--- config.mk ---
export PLATFORM = sky130hd
export DESIGN_NAME = spi_timing_gen
export DESIGN_NICKNAME = d
export VERILOG_FILES = /design/src/rtl/spi_tim_pkg.sv /design/src/rtl/spi_tim_dp.sv /design/src/rtl/spi_tim_ctrl.sv /design/src/rtl/spi_timing_gen.sv
export SDC_FILE = /design/constraint.sdc
export NUM_CORES = 1
export LEC_CHECK = 0
export BUFFER_PORTS_ARGS = -buffer_cell sky130_fd_sc_hd__buf_4
export CAP_MARGIN = 20
export CORE_MARGIN = 10
export CORE_UTILIZATION = 40
export CTS_BUF_LIST = sky130_fd_sc_hd__clkbuf_8
export DETAILED_ROUTE_END_ITERATION = 7
export GPL_TIMING_DRIVEN = 0
export HOLD_SLACK_MARGIN = 0.1
export PLACE_DENSITY = 0.7
export SLEW_MARGIN = 15
export SYNTH_ARGS = -nofsm -noshare
export SYNTH_HDL_FRONTEND = slang
export SYNTH_SLANG_ARGS = --single-unit
--- constraint.sdc ---
create_clock -name clk -period 3.1 [get_ports clk]
set_input_delay 0.31 -clock clk [delete_from_list [all_inputs] [get_ports clk]]
set_output_delay 0.31 -clock clk [all_outputs]
set_load 0.01 [all_outputs]
--- src/rtl/spi_tim_pkg.sv ---
package spi_tim_pkg;

  typedef enum logic [2:0] {
    ST_IDLE,
    ST_SWITCH,
    ST_SETUP,
    ST_RUN,
    ST_HOLD,
    ST_GAP
  } tState;

  typedef enum logic [1:0] {
    LD_SETUP,
    LD_HOLD,
    LD_GAP,
    LD_SWITCH
  } tLdSel;

  // control -> datapath strobes
  typedef struct packed {
    logic  accept;   // latch divisor / device / mode
    logic  loadCnt;  // load dwell counter
    tLdSel ldSel;    // which delay to load
    logic  runStart; // clock high, half counter reload
    logic  runStep;  // advance half-period counter
    logic  clkOff;   // force clock low
    logic  csOn;     // select lines active
  } tStrobes;

endpackage

--- src/rtl/spi_tim_dp.sv ---
module spi_tim_dp
  import spi_tim_pkg::*;
#(
  parameter int DIV_W = 4,
  parameter int CS_W  = 4,
  parameter int DLY_W = 8
) (
  input  logic             clk,
  input  logic             rstN,
  input  tStrobes          stb,
  input  logic             cfgDecode,
  input  logic [DIV_W-1:0] cfgBaudDiv,
  input  logic [CS_W-1:0]  cfgCsSel,
  input  logic [DLY_W-1:0] cfgSetupDly,
  input  logic [DLY_W-1:0] cfgHoldDly,
  input  logic [DLY_W-1:0] cfgGapDly,
  input  logic [DLY_W-1:0] cfgSwitchDly,
  output logic             dwellDone,
  output logic             halfDone,
  output logic             sclkHigh,
  output logic             switchNeeded,
  output logic             sclk,
  output logic [CS_W-1:0]  csN
);

  localparam int CNT_W = (DLY_W > DIV_W + 2) ? DLY_W : DIV_W + 2;

  logic [DIV_W-1:0] divQ;
  logic [CS_W-1:0]  selQ;
  logic             decQ;
  logic             validQ;
  logic [CNT_W-1:0] dwellCnt;
  logic [CNT_W-1:0] loadVal;
  logic [CNT_W-1:0] periodTicks;
  logic [CNT_W-1:0] gapVal;
  logic [DIV_W:0]   halfTicks;
  logic [DIV_W:0]   halfCnt;
  logic             sclkQ;
  logic [CS_W-1:0]  oneHotN;

  assign halfTicks   = {1'b0, divQ} + (DIV_W + 1)'(1);
  assign periodTicks = CNT_W'({halfTicks, 1'b0});
  assign gapVal      = (CNT_W'(cfgGapDly) > periodTicks) ? CNT_W'(cfgGapDly) : periodTicks;

  always_comb begin
    unique case (stb.ldSel)
      LD_SETUP:  loadVal = CNT_W'(cfgSetupDly);
      LD_HOLD:   loadVal = CNT_W'(cfgHoldDly);
      LD_GAP:    loadVal = gapVal;
      default:   loadVal = CNT_W'(cfgSwitchDly);
    endcase
  end

  // configuration shadow, sampled only when a request is accepted
  always_ff @(posedge clk or negedge rstN) begin
    if (!rstN) begin
      divQ   <= '0;
      selQ   <= '0;
      decQ   <= 1'b0;
      validQ <= 1'b0;
    end else if (stb.accept) begin
      divQ   <= cfgBaudDiv;
      selQ   <= cfgCsSel;
      decQ   <= cfgDecode;
      validQ <= 1'b1;
    end
  end

  // dwell counter: a phase lasts max(count,1) ticks
  always_ff @(posedge clk or negedge rstN) begin
    if (!rstN)                             dwellCnt <= '0;
    else if (stb.loadCnt)                  dwellCnt <= loadVal;
    else if (dwellCnt > CNT_W'(1))         dwellCnt <= dwellCnt - CNT_W'(1);
  end

  // serial clock half-period generator
  always_ff @(posedge clk or negedge rstN) begin
    if (!rstN) begin
      sclkQ   <= 1'b0;
      halfCnt <= '0;
    end else if (stb.clkOff) begin
      sclkQ   <= 1'b0;
    end else if (stb.runStart) begin
      sclkQ   <= 1'b1;
      halfCnt <= halfTicks;
    end else if (stb.runStep) begin
      if (halfDone) begin
        sclkQ   <= ~sclkQ;
        halfCnt <= halfTicks;
      end else begin
        halfCnt <= halfCnt - (DIV_W + 1)'(1);
      end
    end
  end

  for (genvar i = 0; i < CS_W; i++) begin : g_line
    assign oneHotN[i] = (selQ != CS_W'(i));
  end

  assign dwellDone    = (dwellCnt <= CNT_W'(1));
  assign halfDone     = (halfCnt <= (DIV_W + 1)'(1));
  assign sclkHigh     = sclkQ;
  assign switchNeeded = validQ && (cfgCsSel != selQ);
  assign sclk         = sclkQ;
  assign csN          = !stb.csOn ? {CS_W{1'b1}} : (decQ ? selQ : oneHotN);

endmodule

--- src/rtl/spi_tim_ctrl.sv ---
module spi_tim_ctrl
  import spi_tim_pkg::*;
(
  input  logic    clk,
  input  logic    rstN,
  input  logic    cfgEnable,
  input  logic    xferReq,
  input  logic    lastEdge,
  input  logic    dwellDone,
  input  logic    halfDone,
  input  logic    sclkHigh,
  input  logic    switchNeeded,
  output tStrobes stb,
  output logic    shiftStart,
  output logic    xferDone,
  output logic    idle
);

  tState state;
  tState nxt;
  logic  lastSeen;
  logic  lastNow;

  assign lastNow = lastSeen | lastEdge;

  always_comb begin
    nxt       = state;
    stb       = '0;
    stb.ldSel = LD_SETUP;
    if (!cfgEnable) begin
      nxt        = ST_IDLE;
      stb.clkOff = 1'b1;
    end else begin
      unique case (state)
        ST_IDLE: if (xferReq) begin
          stb.accept  = 1'b1;
          stb.loadCnt = 1'b1;
          if (switchNeeded) begin
            nxt       = ST_SWITCH;
            stb.ldSel = LD_SWITCH;
          end else begin
            nxt = ST_SETUP;
          end
        end
        ST_SWITCH: if (dwellDone) begin
          nxt         = ST_SETUP;
          stb.loadCnt = 1'b1;
        end
        ST_SETUP: if (dwellDone) begin
          nxt          = ST_RUN;
          stb.runStart = 1'b1;
        end
        ST_RUN: begin
          stb.runStep = 1'b1;
          if (halfDone && sclkHigh && lastNow) begin
            nxt         = ST_HOLD;
            stb.loadCnt = 1'b1;
            stb.ldSel   = LD_HOLD;
          end
        end
        ST_HOLD: if (dwellDone) begin
          nxt         = ST_GAP;
          stb.loadCnt = 1'b1;
          stb.ldSel   = LD_GAP;
        end
        default: if (dwellDone) nxt = ST_IDLE;
      endcase
    end
    stb.csOn = (state == ST_SETUP) || (state == ST_RUN) || (state == ST_HOLD);
  end

  always_ff @(posedge clk or negedge rstN) begin
    if (!rstN) begin
      state      <= ST_IDLE;
      lastSeen   <= 1'b0;
      shiftStart <= 1'b0;
      xferDone   <= 1'b0;
    end else begin
      state      <= nxt;
      lastSeen   <= (state == ST_RUN) && (nxt == ST_RUN) && lastNow;
      shiftStart <= (nxt == ST_RUN) && (state != ST_RUN);
      xferDone   <= (state == ST_HOLD) && (nxt == ST_GAP);
    end
  end

  assign idle = (state == ST_IDLE) && !(xferReq && cfgEnable);

endmodule

--- src/rtl/spi_timing_gen.sv ---
module spi_timing_gen
  import spi_tim_pkg::*;
#(
  parameter int DIV_W = 4,
  parameter int CS_W  = 4,
  parameter int DLY_W = 8
) (
  input  logic             clk,
  input  logic             rstN,
  input  logic             cfgEnable,
  input  logic             cfgDecode,
  input  logic [DIV_W-1:0] cfgBaudDiv,
  input  logic [CS_W-1:0]  cfgCsSel,
  input  logic [DLY_W-1:0] cfgSetupDly,
  input  logic [DLY_W-1:0] cfgHoldDly,
  input  logic [DLY_W-1:0] cfgGapDly,
  input  logic [DLY_W-1:0] cfgSwitchDly,
  input  logic             xferReq,
  input  logic             lastEdge,
  output logic             sclk,
  output logic [CS_W-1:0]  csN,
  output logic             shiftStart,
  output logic             xferDone,
  output logic             idle
);

  tStrobes stb;
  logic    dwellDone;
  logic    halfDone;
  logic    sclkHigh;
  logic    switchNeeded;

  spi_tim_ctrl u_ctrl (
    .clk          (clk),
    .rstN         (rstN),
    .cfgEnable    (cfgEnable),
    .xferReq      (xferReq),
    .lastEdge     (lastEdge),
    .dwellDone    (dwellDone),
    .halfDone     (halfDone),
    .sclkHigh     (sclkHigh),
    .switchNeeded (switchNeeded),
    .stb          (stb),
    .shiftStart   (shiftStart),
    .xferDone     (xferDone),
    .idle         (idle)
  );

  spi_tim_dp #(
    .DIV_W (DIV_W),
    .CS_W  (CS_W),
    .DLY_W (DLY_W)
  ) u_dp (
    .clk          (clk),
    .rstN         (rstN),
    .stb          (stb),
    .cfgDecode    (cfgDecode),
    .cfgBaudDiv   (cfgBaudDiv),
    .cfgCsSel     (cfgCsSel),
    .cfgSetupDly  (cfgSetupDly),
    .cfgHoldDly   (cfgHoldDly),
    .cfgGapDly    (cfgGapDly),
    .cfgSwitchDly (cfgSwitchDly),
    .dwellDone    (dwellDone),
    .halfDone     (halfDone),
    .sclkHigh     (sclkHigh),
    .switchNeeded (switchNeeded),
    .sclk         (sclk),
    .csN          (csN)
  );

endmodule

==> impl_metrics.json, run 1 <==
{
  "cts_made_buffers": 5,
  "crit_path_max_fanout": 10,
  "ys.flop_type": "dfrtp_1",
  "ant_nets": 0,
  "antenna_cells": 0,
  "io_pins": 54,
  "syn2layout_area_growth_pct": 26.4,
  "final.setup.worst_slack_ps": 219,
  "synth_area_leaders": "dfrtp_1, ha_1, mux2_2",
  "synth-xor-area-share": 0.0545,
  "slew_headroom": 0.465,
  "cellPowerDensity_mw_per_mm2": 602,
  "final.setup.tns_ps": 0,
  "wirelength_um": 6080,
  "synthSimpleGateAreaFrac": 0.204,
  "grt-ovfl-total": 0,
  "nFillCells": 554,
  "tritoncts": "yes",
  "avgSynthCellArea_um2": 8.75,
  "synthCells": 257,
  "synth_common_cells": "dfrtp_1, inv_1, nor2_1",
  "start_util": 0.411,
  "synth_edf_count": 0,
  "synth_compound_gate_area_share": 0.234,
  "cts_root_buf": "clkbuf_8",
  "drt_iter0_markers": 151,
  "crit_type": "reg -> reg",
  "die_w_um": 95.0,
  "rsz0062_at_grt": "false",
  "yosys.area_share.adder": 0.0556,
  "row_count": 27,
  "synthesis.nets": 313,
  "post-dp-hpwl_um": 4820,
  "clock_path_buffers": 2,
  "antenna_found_initial": 0,
  "met3_length_um": 371,
  "cp.arrival_ps": 3030,
  "globalplace.congestion": 0.841,
  "yosysTopAreaCellShare": 0.334,
  "synthArstFlopShare": 1.00,
  "insertion_delay_ps": 280,
  "yosys.area.top_type": "dfrtp_1",
  "via_per_inst": 5.58,
  "cp-start-kind": "flip-flop",
  "synth.area.mux_share": 0.0684,
  "required_ps": 3250,
  "synth_seq_area_share": 0.334,
  "wl_met2_um": 2940,
  "synth.most_common_cell": "dfrtp_1",
  "routedLengthMet1_um": 2700,
  "clkSlewWorstSetupHoldPaths_ps": 60,
  "drc": 0,
  "dieArea_mm2": 0.00902,
  "cts_max_level": 2,
  "top_layer": "met4",
  "synth-seq-cells": 30,
  "io_buffers": 52,
  "outcome": "complete, no violations",
  "synth_warnings": 0,
  "nNetsFinal": 373,
  "maxCapViolations": 0,
  "setup_viol": 0,
  "cts.sinks": 30,
  "placed_area_mm2": 0.00273,
  "drv_slew": 0,
  "ir_worst_vdd_v": 0.000253,
  "track_usage": 0.136,
  "netlist_area_mm2": 0.00225,
  "end_kind": "flip-flop",
  "post-route-period-util": 0.929,
  "fin_worst_skew_ps": 5.49,
  "tightestPinTransition_ps": 799,
  "power.leakage_uw": 0.00125,
  "period_needed_ps": 2880,
  "drtPass1Iterations": 7,
  "finalHoldViolCount": 0,
  "grt_pass1_vias": 2092,
  "grt_pass1_wl_um": 9920,
  "chipHeight_um": 95.0,
  "max_clock_freq_mhz": 347,
  "core_area_mm2": 0.00547,
  "drive_gt1_frac": 0.263,
  "fin_area_mm2": 0.00284,
  "synth_top_family_by_area": "compound AO/OA/AOI/OAI gates",
  "hp-class": "in -> reg",
  "postCtsSetupBuffers": 0,
  "pre_cts_ws_ps": -24.1,
  "detail_route.wl_per_cell_um": 15.7,
  "grt_max_degree": 31,
  "vias": 2166,
  "yosysUniqueCellTypes": 52
}
## cell type report
| cell class | count | area (um^2) | share of cell area |
|---|---|---|---|
| Buffer | 8 | 33.8 | 0.0119 |
| Clock buffer | 6 | 82.6 | 0.0290 |
| Inverter | 21 | 78.8 | 0.0277 |
| Multi-Input combinational cell | 198 | 1410 | 0.495 |
| Sequential cell | 30 | 751 | 0.264 |
| Tap cell | 72 | 90.1 | 0.0317 |
| Timing Repair Buffer | 53 | 400 | 0.141 |
## worst max-delay path: stages (launching register included)
cell and delay, ps:
dfrtp_1 400, or4_4 560, nor4_4 490, nand3_1 220, a31o_2 310, a222oi_1 280
a21boi_0 360, o21ai_0 120
## worst paths after layout
check	startpoint	end	slack, ps	depth (start not counted)
worst max-delay path	u_dp.dwellCnt[6]$_DFFE_PN0P_	u_dp.dwellCnt[2]$_DFFE_PN0P_	220	7
worst min-delay path	cfgBaudDiv[2]	u_dp.divQ[2]$_DFFE_PN0P_	250	2
worst max register to register	u_dp.dwellCnt[6]$_DFFE_PN0P_	u_dp.dwellCnt[2]$_DFFE_PN0P_	220	7
worst min register to register	u_dp.validQ$_DFFE_PN0P_	u_dp.validQ$_DFFE_PN0P_	470	1
max in group asynchronous	rstN	u_dp.divQ[1]$_DFFE_PN0P_	2310	2
min in group asynchronous	rstN	u_dp.dwellCnt[4]$_DFFE_PN0P_	500	2
## state kept, by name, summed over array words and instances (netlist names)
register	cells
u_dp.decQ	1
u_dp.validQ	1
u_ctrl.lastSeen	1
u_ctrl.state	3
u_dp.dwellCnt	8
u_dp.selQ	4
u_dp.divQ	4
u_ctrl.shiftStart	1
u_ctrl.xferDone	1
u_dp.sclk	1
u_dp.halfCnt	5
## metrics by stage
stage | total power [uW] | util | instances | hold WS (ps)
floorplan | 1170 | - | 257 | 14.4
global placement | 1370 | 0.499 | 381 | 264
detailed placement | 1390 | 0.499 | 381 | 268
CTS | 1720 | 0.517 | 388 | 251
global route | 1870 | 0.519 | 388 | 261
finish | 1710 | 0.519 | 388 | 254
## logic make-up after synthesis
kind of cell	after synthesis
xor+xnor	14
fa+ha+maj	10
flops	30
mux	14
buf+inv	29
simple gates	88
compound gates	72
## cells in the final DEF (no fill, tap or decap), types with 4 or more instances in the layout
master,instances
a21oi_1,10
a221o_1,8
a22oi_1,4
a31oi_1,4
buf_4,53
clkbuf_1,6
clkbuf_8,6
dfrtp_1,30
ha_1,10
inv_1,21
mux2_2,11
nand2_1,14
nand3_1,12
nor2_1,20
nor3_1,9
o211ai_1,4
o21ai_0,16
o31ai_1,6
or3_1,8
xnor2_1,4
xor2_1,10
## repair_timing
| item | in CTS | in global routing |
|---|---|---|
| resized for setup | 1 | 4 |
| hold buffers | 1 | 0 |
| endpoints found under the hold margin | 30 | 0 |
| setup endpoints to repair | 2 | 8 |
## power by group
group / total [uW] / leakage (uW) / internal, uW / switching (uW)
sequential: 645 / 0.000365 / 507 / 137
clock: 309 / 0.0000431 / 171 / 138
combinational: 757 / 0.000841 / 360 / 397
## routing by layer
metal | vias to the layer above | GRT usage
li1 | 1083 | -
met1 | 1033 | 0.165
met2 | 42 | 0.225
met3 | 8 | 0.0428
met4 | 0 | 0.0411
met5 | - | 0
Power figures use the tool's default switching activity.
==> run 2, diff against run 1 <==
- PLACE_DENSITY: 0.7 -> 0.61
==> run 2 against run 1 <==
Net effect:
- fmax grew 0.67%
- global-route usage grew 0.39 points
- setup slack gained 19 ps
- non-clock buffer count is the same
- largest power group unchanged
- hold slack lost 5.0 ps
- critical path type unchanged
- clock power grew 8.7%
- register-to-register slack gained 20 ps
==> impl_metrics.json, run 2 (synthesis results as in run 1) <==
{
  "start_util": 0.411,
  "cp-start-kind": "flip-flop",
  "required_ps": 3290,
  "io_buffers": 52,
  "cts_max_level": 2,
  "cts_root_buf": "clkbuf_8",
  "crit_type": "reg -> reg",
  "hold-path-endpoint": "u_dp.divQ[1]$_DFFE_PN0P_",
  "final.setup.worst_slack_ps": 238,
  "drive_gt1_frac": 0.267,
  "antenna_cells": 0,
  "holdWs_ps": 249,
  "tritoncts": "yes",
  "largest_register_ffs": 8,
  "end_kind": "flip-flop",
  "final_cell_mix": "buf_4, dfrtp_1, inv_1, nor2_1, o21ai_0",
  "chipHeight_um": 95.0,
  "period_needed_ps": 2860,
  "r2r-end": "u_dp.dwellCnt[7]$_DFFE_PN0P_",
  "nNetsFinal": 373,
  "core_area_mm2": 0.00547,
  "globalplace.congestion": 0.887,
  "clock_path_buffers": 2,
  "cp_cell_sequence": "clkbuf_1, nor2_1, and3_1, nand2b_1, a31oi_1, a21oi_1, o31ai_1",
  "row_count": 27,
  "grt_pass1_vias": 2133,
  "power.leakage_uw": 0.00125,
  "cellPowerDensity_mw_per_mm2": 609,
  "slowest_stage": "a31oi_1",
  "max_clock_freq_mhz": 349,
  "ir_worst_vdd_v": 0.000280,
  "post-route-period-util": 0.923,
  "fin_worst_skew_ps": 5.63,
  "wirelength_um": 6170,
  "cpPeakStageDelay_ps": 690,
  "setup_viol": 0,
  "hp-start": "cfgBaudDiv[1]",
  "ff2ff_path_depth": 7,
  "outcome": "complete, no violations",
  "final_common_cell": "buf_4",
  "die_w_um": 95.0,
  "cts.sinks": 30,
  "cp.arrival_ps": 3050,
  "hold_path_depth": 2,
  "finalHoldViolCount": 0,
  "grt_pass1_wl_um": 10100,
  "tightestPinTransition_ps": 849,
  "vias": 2133,
  "postCtsSetupBuffers": 0,
  "antenna_found_initial": 0,
  "io_pins": 54,
  "ant_nets": 0,
  "pre_cts_ws_ps": 0.493,
  "drt_iter0_markers": 167,
  "r2r_start": "u_ctrl.state[0]$_DFF_PN0_",
  "via_per_inst": 5.47,
  "grt-ovfl-total": 0,
  "top_register": "u_dp.dwellCnt",
  "hp-class": "in -> reg",
  "post-dp-hpwl_um": 4900,
  "track_usage": 0.140,
  "rsz0062_at_grt": "false",
  "largest_registers": "u_dp.dwellCnt (8), u_dp.halfCnt (5)",
  "grt_max_degree": 31,
  "syn2layout_area_growth_pct": 26.9,
  "crit_path_max_fanout": 10,
  "drtPass1Iterations": 4,
  "detail_route.wl_per_cell_um": 15.8,
  "clkSlewWorstSetupHoldPaths_ps": 70,
  "cts_made_buffers": 5,
  "dieArea_mm2": 0.00902,
  "maxCapViolations": 0,
  "slew_headroom": 0.432,
  "insertion_delay_ps": 290,
  "drc": 0,
  "reg2reg_slack_ps": 240,
  "drv_slew": 0
}
run 2: power by group:
| part | switching, uW | internal [uW] | leakage [uW] |
|---|---|---|---|
| Combinational | 401 | 360 | 0.000842 |
| Clock | 158 | 178 | 0.0000472 |
| Sequential | 135 | 507 | 0.000365 |
| Total | 693 | 1050 | 0.00125 |
run 2: area by class of cell:
| class | instances | area [um^2] |
|---|---|---|
| Fill cell | 547 | 2620 |
| Multi-Input combinational cell | 198 | 1410 |
| Sequential cell | 30 | 751 |
| Timing Repair Buffer | 53 | 400 |
| Tap cell | 72 | 90.1 |
| Clock buffer | 6 | 82.6 |
| Inverter | 21 | 78.8 |
| Buffer | 8 | 33.8 |
| Clock inverter | 2 | 12.5 |
run 2: through the flow:
| step | total power, uW | cell area, um^2 | utilization | instances | setup TNS [ps] |
|---|---|---|---|---|---|
| after floorplan | 1170 | 2250 | - | 257 | 0 |
| after CTS | 1740 | 2840 | 0.520 | 390 | 0 |
| after detailed placement | 1390 | 2730 | 0.499 | 381 | 0 |
| after global placement | 1380 | 2730 | 0.499 | 381 | -3.71 |
| final | 1740 | 2860 | 0.522 | 390 | 0 |
| after global routing | 1900 | 2860 | 0.522 | 390 | 0 |
run 2: per-layer routing:
layer,track usage,share of wire,up-vias,wire [um]
li1,-,-,1069,-
met3,0.0492,0.080,8,491
met4,0.0561,0.018,0,110
met2,0.211,0.45,55,2770
met5,0,0,-,0
met1,0.178,0.45,1001,2790
run 2: worst max path at each step:
stage / endpoint / cells past startpoint / slack [ps] / start
after detailed placement: u_dp.dwellCnt[4]$_DFFE_PN0P_ / 7 / 0.5 / u_dp.dwellCnt[5]$_DFFE_PN0P_
final: u_dp.dwellCnt[7]$_DFFE_PN0P_ / 7 / 240 / u_ctrl.state[0]$_DFF_PN0_
after global placement: u_dp.dwellCnt[4]$_DFFE_PN0P_ / 7 / -4 / u_dp.dwellCnt[5]$_DFFE_PN0P_
after CTS: u_dp.dwellCnt[2]$_DFFE_PN0P_ / 9 / 70 / u_dp.divQ[0]$_DFFE_PN0P_
after floorplan: u_dp.halfCnt[3]$_DFFE_PN0P_ / 7 / 540 / u_dp.dwellCnt[5]$_DFFE_PN0P_
after global routing: u_dp.dwellCnt[2]$_DFFE_PN0P_ / 11 / 50 / u_dp.divQ[0]$_DFFE_PN0P_
run 2: repair_timing:
item	in CTS	in global routing
hold endpoints to repair	30	0
hold buffers	1	0
gates resized for setup	1	5
setup endpoints to repair	2	8
pin swaps	0	0
run 2: critical path: cells and delay by family (launching register included):
family / cells / cell delay, ps
DFF: 1 / 360
buffers and inverters: 1 / 220
AOI/OAI and AO/OA: 3 / 1190
and+or+nand+nor: 3 / 990
==> run 3, diff against run 2 <==
- CORE_MARGIN: 10 -> 1.5
==> run 3 against run 2 <==
Net effect:
- sequential share of layout area about the same
- clock skew shrank 1.2 ps
- first-iteration DRC count rose by 7.2%
- highest routed layer unchanged
- critical endpoint is now u_dp.halfCnt[2]$_DFFE_PN0P_
- critical path type unchanged
- global-route usage rose by 6.1 points
==> impl_metrics.json, run 3 (synthesis results as in run 1) <==
{
  "largest_registers": "u_dp.dwellCnt (8), u_dp.halfCnt (5)",
  "io_buffers": 52,
  "power.leakage_uw": 0.00126,
  "final_core_util": 0.521,
  "cp-start-kind": "flip-flop",
  "cts_max_level": 2,
  "cp_cell_sequence": "or4_4, or4_1, buf_4, o32ai_1, o211ai_2, nand2_2, o21ai_0, a221oi_1",
  "slowest_stage": "or4_4",
  "drive_gt1_frac": 0.264,
  "nNetsFinal": 373,
  "wirelength_um": 5780,
  "cp.arrival_ps": 3050,
  "ir_worst_vdd_v": 0.000319,
  "cts.sinks": 30,
  "cpPeakStageDelay_ps": 540,
  "start_util": 0.411,
  "period_needed_ps": 2860,
  "io_pins": 54,
  "maxCapViolations": 0,
  "antenna_cells": 0,
  "insertion_delay_ps": 280,
  "row_count": 27,
  "detail_route.wl_per_cell_um": 14.8,
  "tightestPinTransition_ps": 728,
  "syn2layout_area_growth_pct": 26.8,
  "top_register": "u_dp.dwellCnt",
  "cpLargestDelayFamily": "simple AND/OR/NAND/NOR gates",
  "antenna_found_initial": 0,
  "grt_pass1_wl_um": 9650,
  "core_area_mm2": 0.00547,
  "grt-ovfl-total": 0,
  "tritoncts": "yes",
  "required_ps": 3280,
  "drtPass1Iterations": 6,
  "grt_pass1_vias": 2070,
  "clock_path_buffers": 2,
  "finalNonFillerCells": 390,
  "cts_root_buf": "clkbuf_8",
  "hp-class": "in -> reg",
  "slew_headroom": 0.512,
  "drc": 0,
  "finalHoldViolCount": 0,
  "max_clock_freq_mhz": 349,
  "crit_type": "reg -> reg",
  "cellPowerDensity_mw_per_mm2": 606,
  "setup_viol": 0,
  "p_total_uw": 1730,
  "final_common_cell": "buf_4",
  "dp_cells": 381,
  "clkSlewWorstSetupHoldPaths_ps": 70,
  "via_per_inst": 5.50,
  "post-route-period-util": 0.924,
  "fin_worst_skew_ps": 4.46,
  "dieArea_mm2": 0.00608,
  "die_w_um": 78.0,
  "rsz0062_at_grt": "false",
  "drt_iter0_markers": 179,
  "crit_path_max_fanout": 10,
  "end_kind": "flip-flop",
  "final_cell_mix": "buf_4, dfrtp_1, inv_1, nor2_1, o21ai_0",
  "globalplace.congestion": 0.869,
  "post-dp-hpwl_um": 4400,
  "grt_max_degree": 31,
  "outcome": "complete, no violations",
  "vias": 2145,
  "drv_slew": 0,
  "track_usage": 0.201,
  "timing.critical_path.buf_inv": 1,
  "ant_nets": 0,
  "largest_register_ffs": 8,
  "chipHeight_um": 78.0,
  "cts_made_buffers": 5
}
run 3: changes by cell type in the layout (fill, tap and decap cells not counted):
cell	previous run	this run
a21boi_0	1	2
a21boi_1	1	0
clkinvlp_4	1	0
inv_1	21	22
run 3: cell type report:
type / instances / area, um^2
sequential: 30 / 751
inverter: 21 / 78.8
buffer: 8 / 33.8
timing repair buffer: 53 / 400
multi-input combinational: 198 / 1410
clock inverter: 2 / 8.76
fill: 532 / 2620
clock buffer: 6 / 82.6
tap: 72 / 90.1
run 3: power breakdown:
part           internal (uW)  leakage (uW)  total [uW]  switching [uW]
clock                    176     0.0000524         324             149
combinational            361      0.000841         761             400
sequential               507      0.000365         644             137
run 3: worst register-to-register path, cell delays in order (launching register included):
cell	delay [ps]
dfrtp_1	410
or4_4	550
or4_1	460
buf_4	210
o32ai_1	420
o211ai_2	170
nand2_2	200
o21ai_0	100
a221oi_1	240
run 3: what timing repair did:
item,4_1_cts,5_1_grt
hold buffers,1,0
endpoints found under the hold margin,30,0
endpoints found under the setup margin,0,9
setup buffers,0,0
resized for setup,0,5
run 3: final timing paths:
path	startpoint	to	slack, ps	depth (start not counted)
worst max-delay path	u_dp.dwellCnt[5]$_DFFE_PN0P_	u_dp.halfCnt[2]$_DFFE_PN0P_	240	8
worst min-delay path	cfgDecode	u_dp.decQ$_DFFE_PN0P_	250	2
worst max register to register	u_dp.dwellCnt[5]$_DFFE_PN0P_	u_dp.halfCnt[2]$_DFFE_PN0P_	240	8
worst min register to register	u_dp.validQ$_DFFE_PN0P_	u_dp.validQ$_DFFE_PN0P_	470	1
max in group asynchronous	rstN	u_dp.dwellCnt[5]$_DFFE_PN0P_	2320	2
min in group asynchronous	rstN	u_dp.sclk$_DFFE_PN0P_	500	2
run 3: metrics by stage:
stage	hold slack, ps	instance area, um^2	setup slack [ps]	setup TNS [ps]
2_1_floorplan	14.4	2250	545	0
3_3_place_gp	269	2730	-23.3	-26.5
3_5_place_dp	266	2730	21.1	0
4_1_cts	250	2830	5.25	0
5_1_grt	256	2850	19.3	0
6_report	255	2850	236	0
run 3: metal layers:
| metal | share of wire | global-route usage | up-vias |
|---|---|---|---|
| met1 | 0.48 | 0.275 | 1012 |
| met5 | 0 | 0 | - |
| met3 | 0.045 | 0.0400 | 8 |
| met2 | 0.46 | 0.314 | 47 |
| li1 | - | - | 1078 |
| met4 | 0.015 | 0.0696 | 0 |
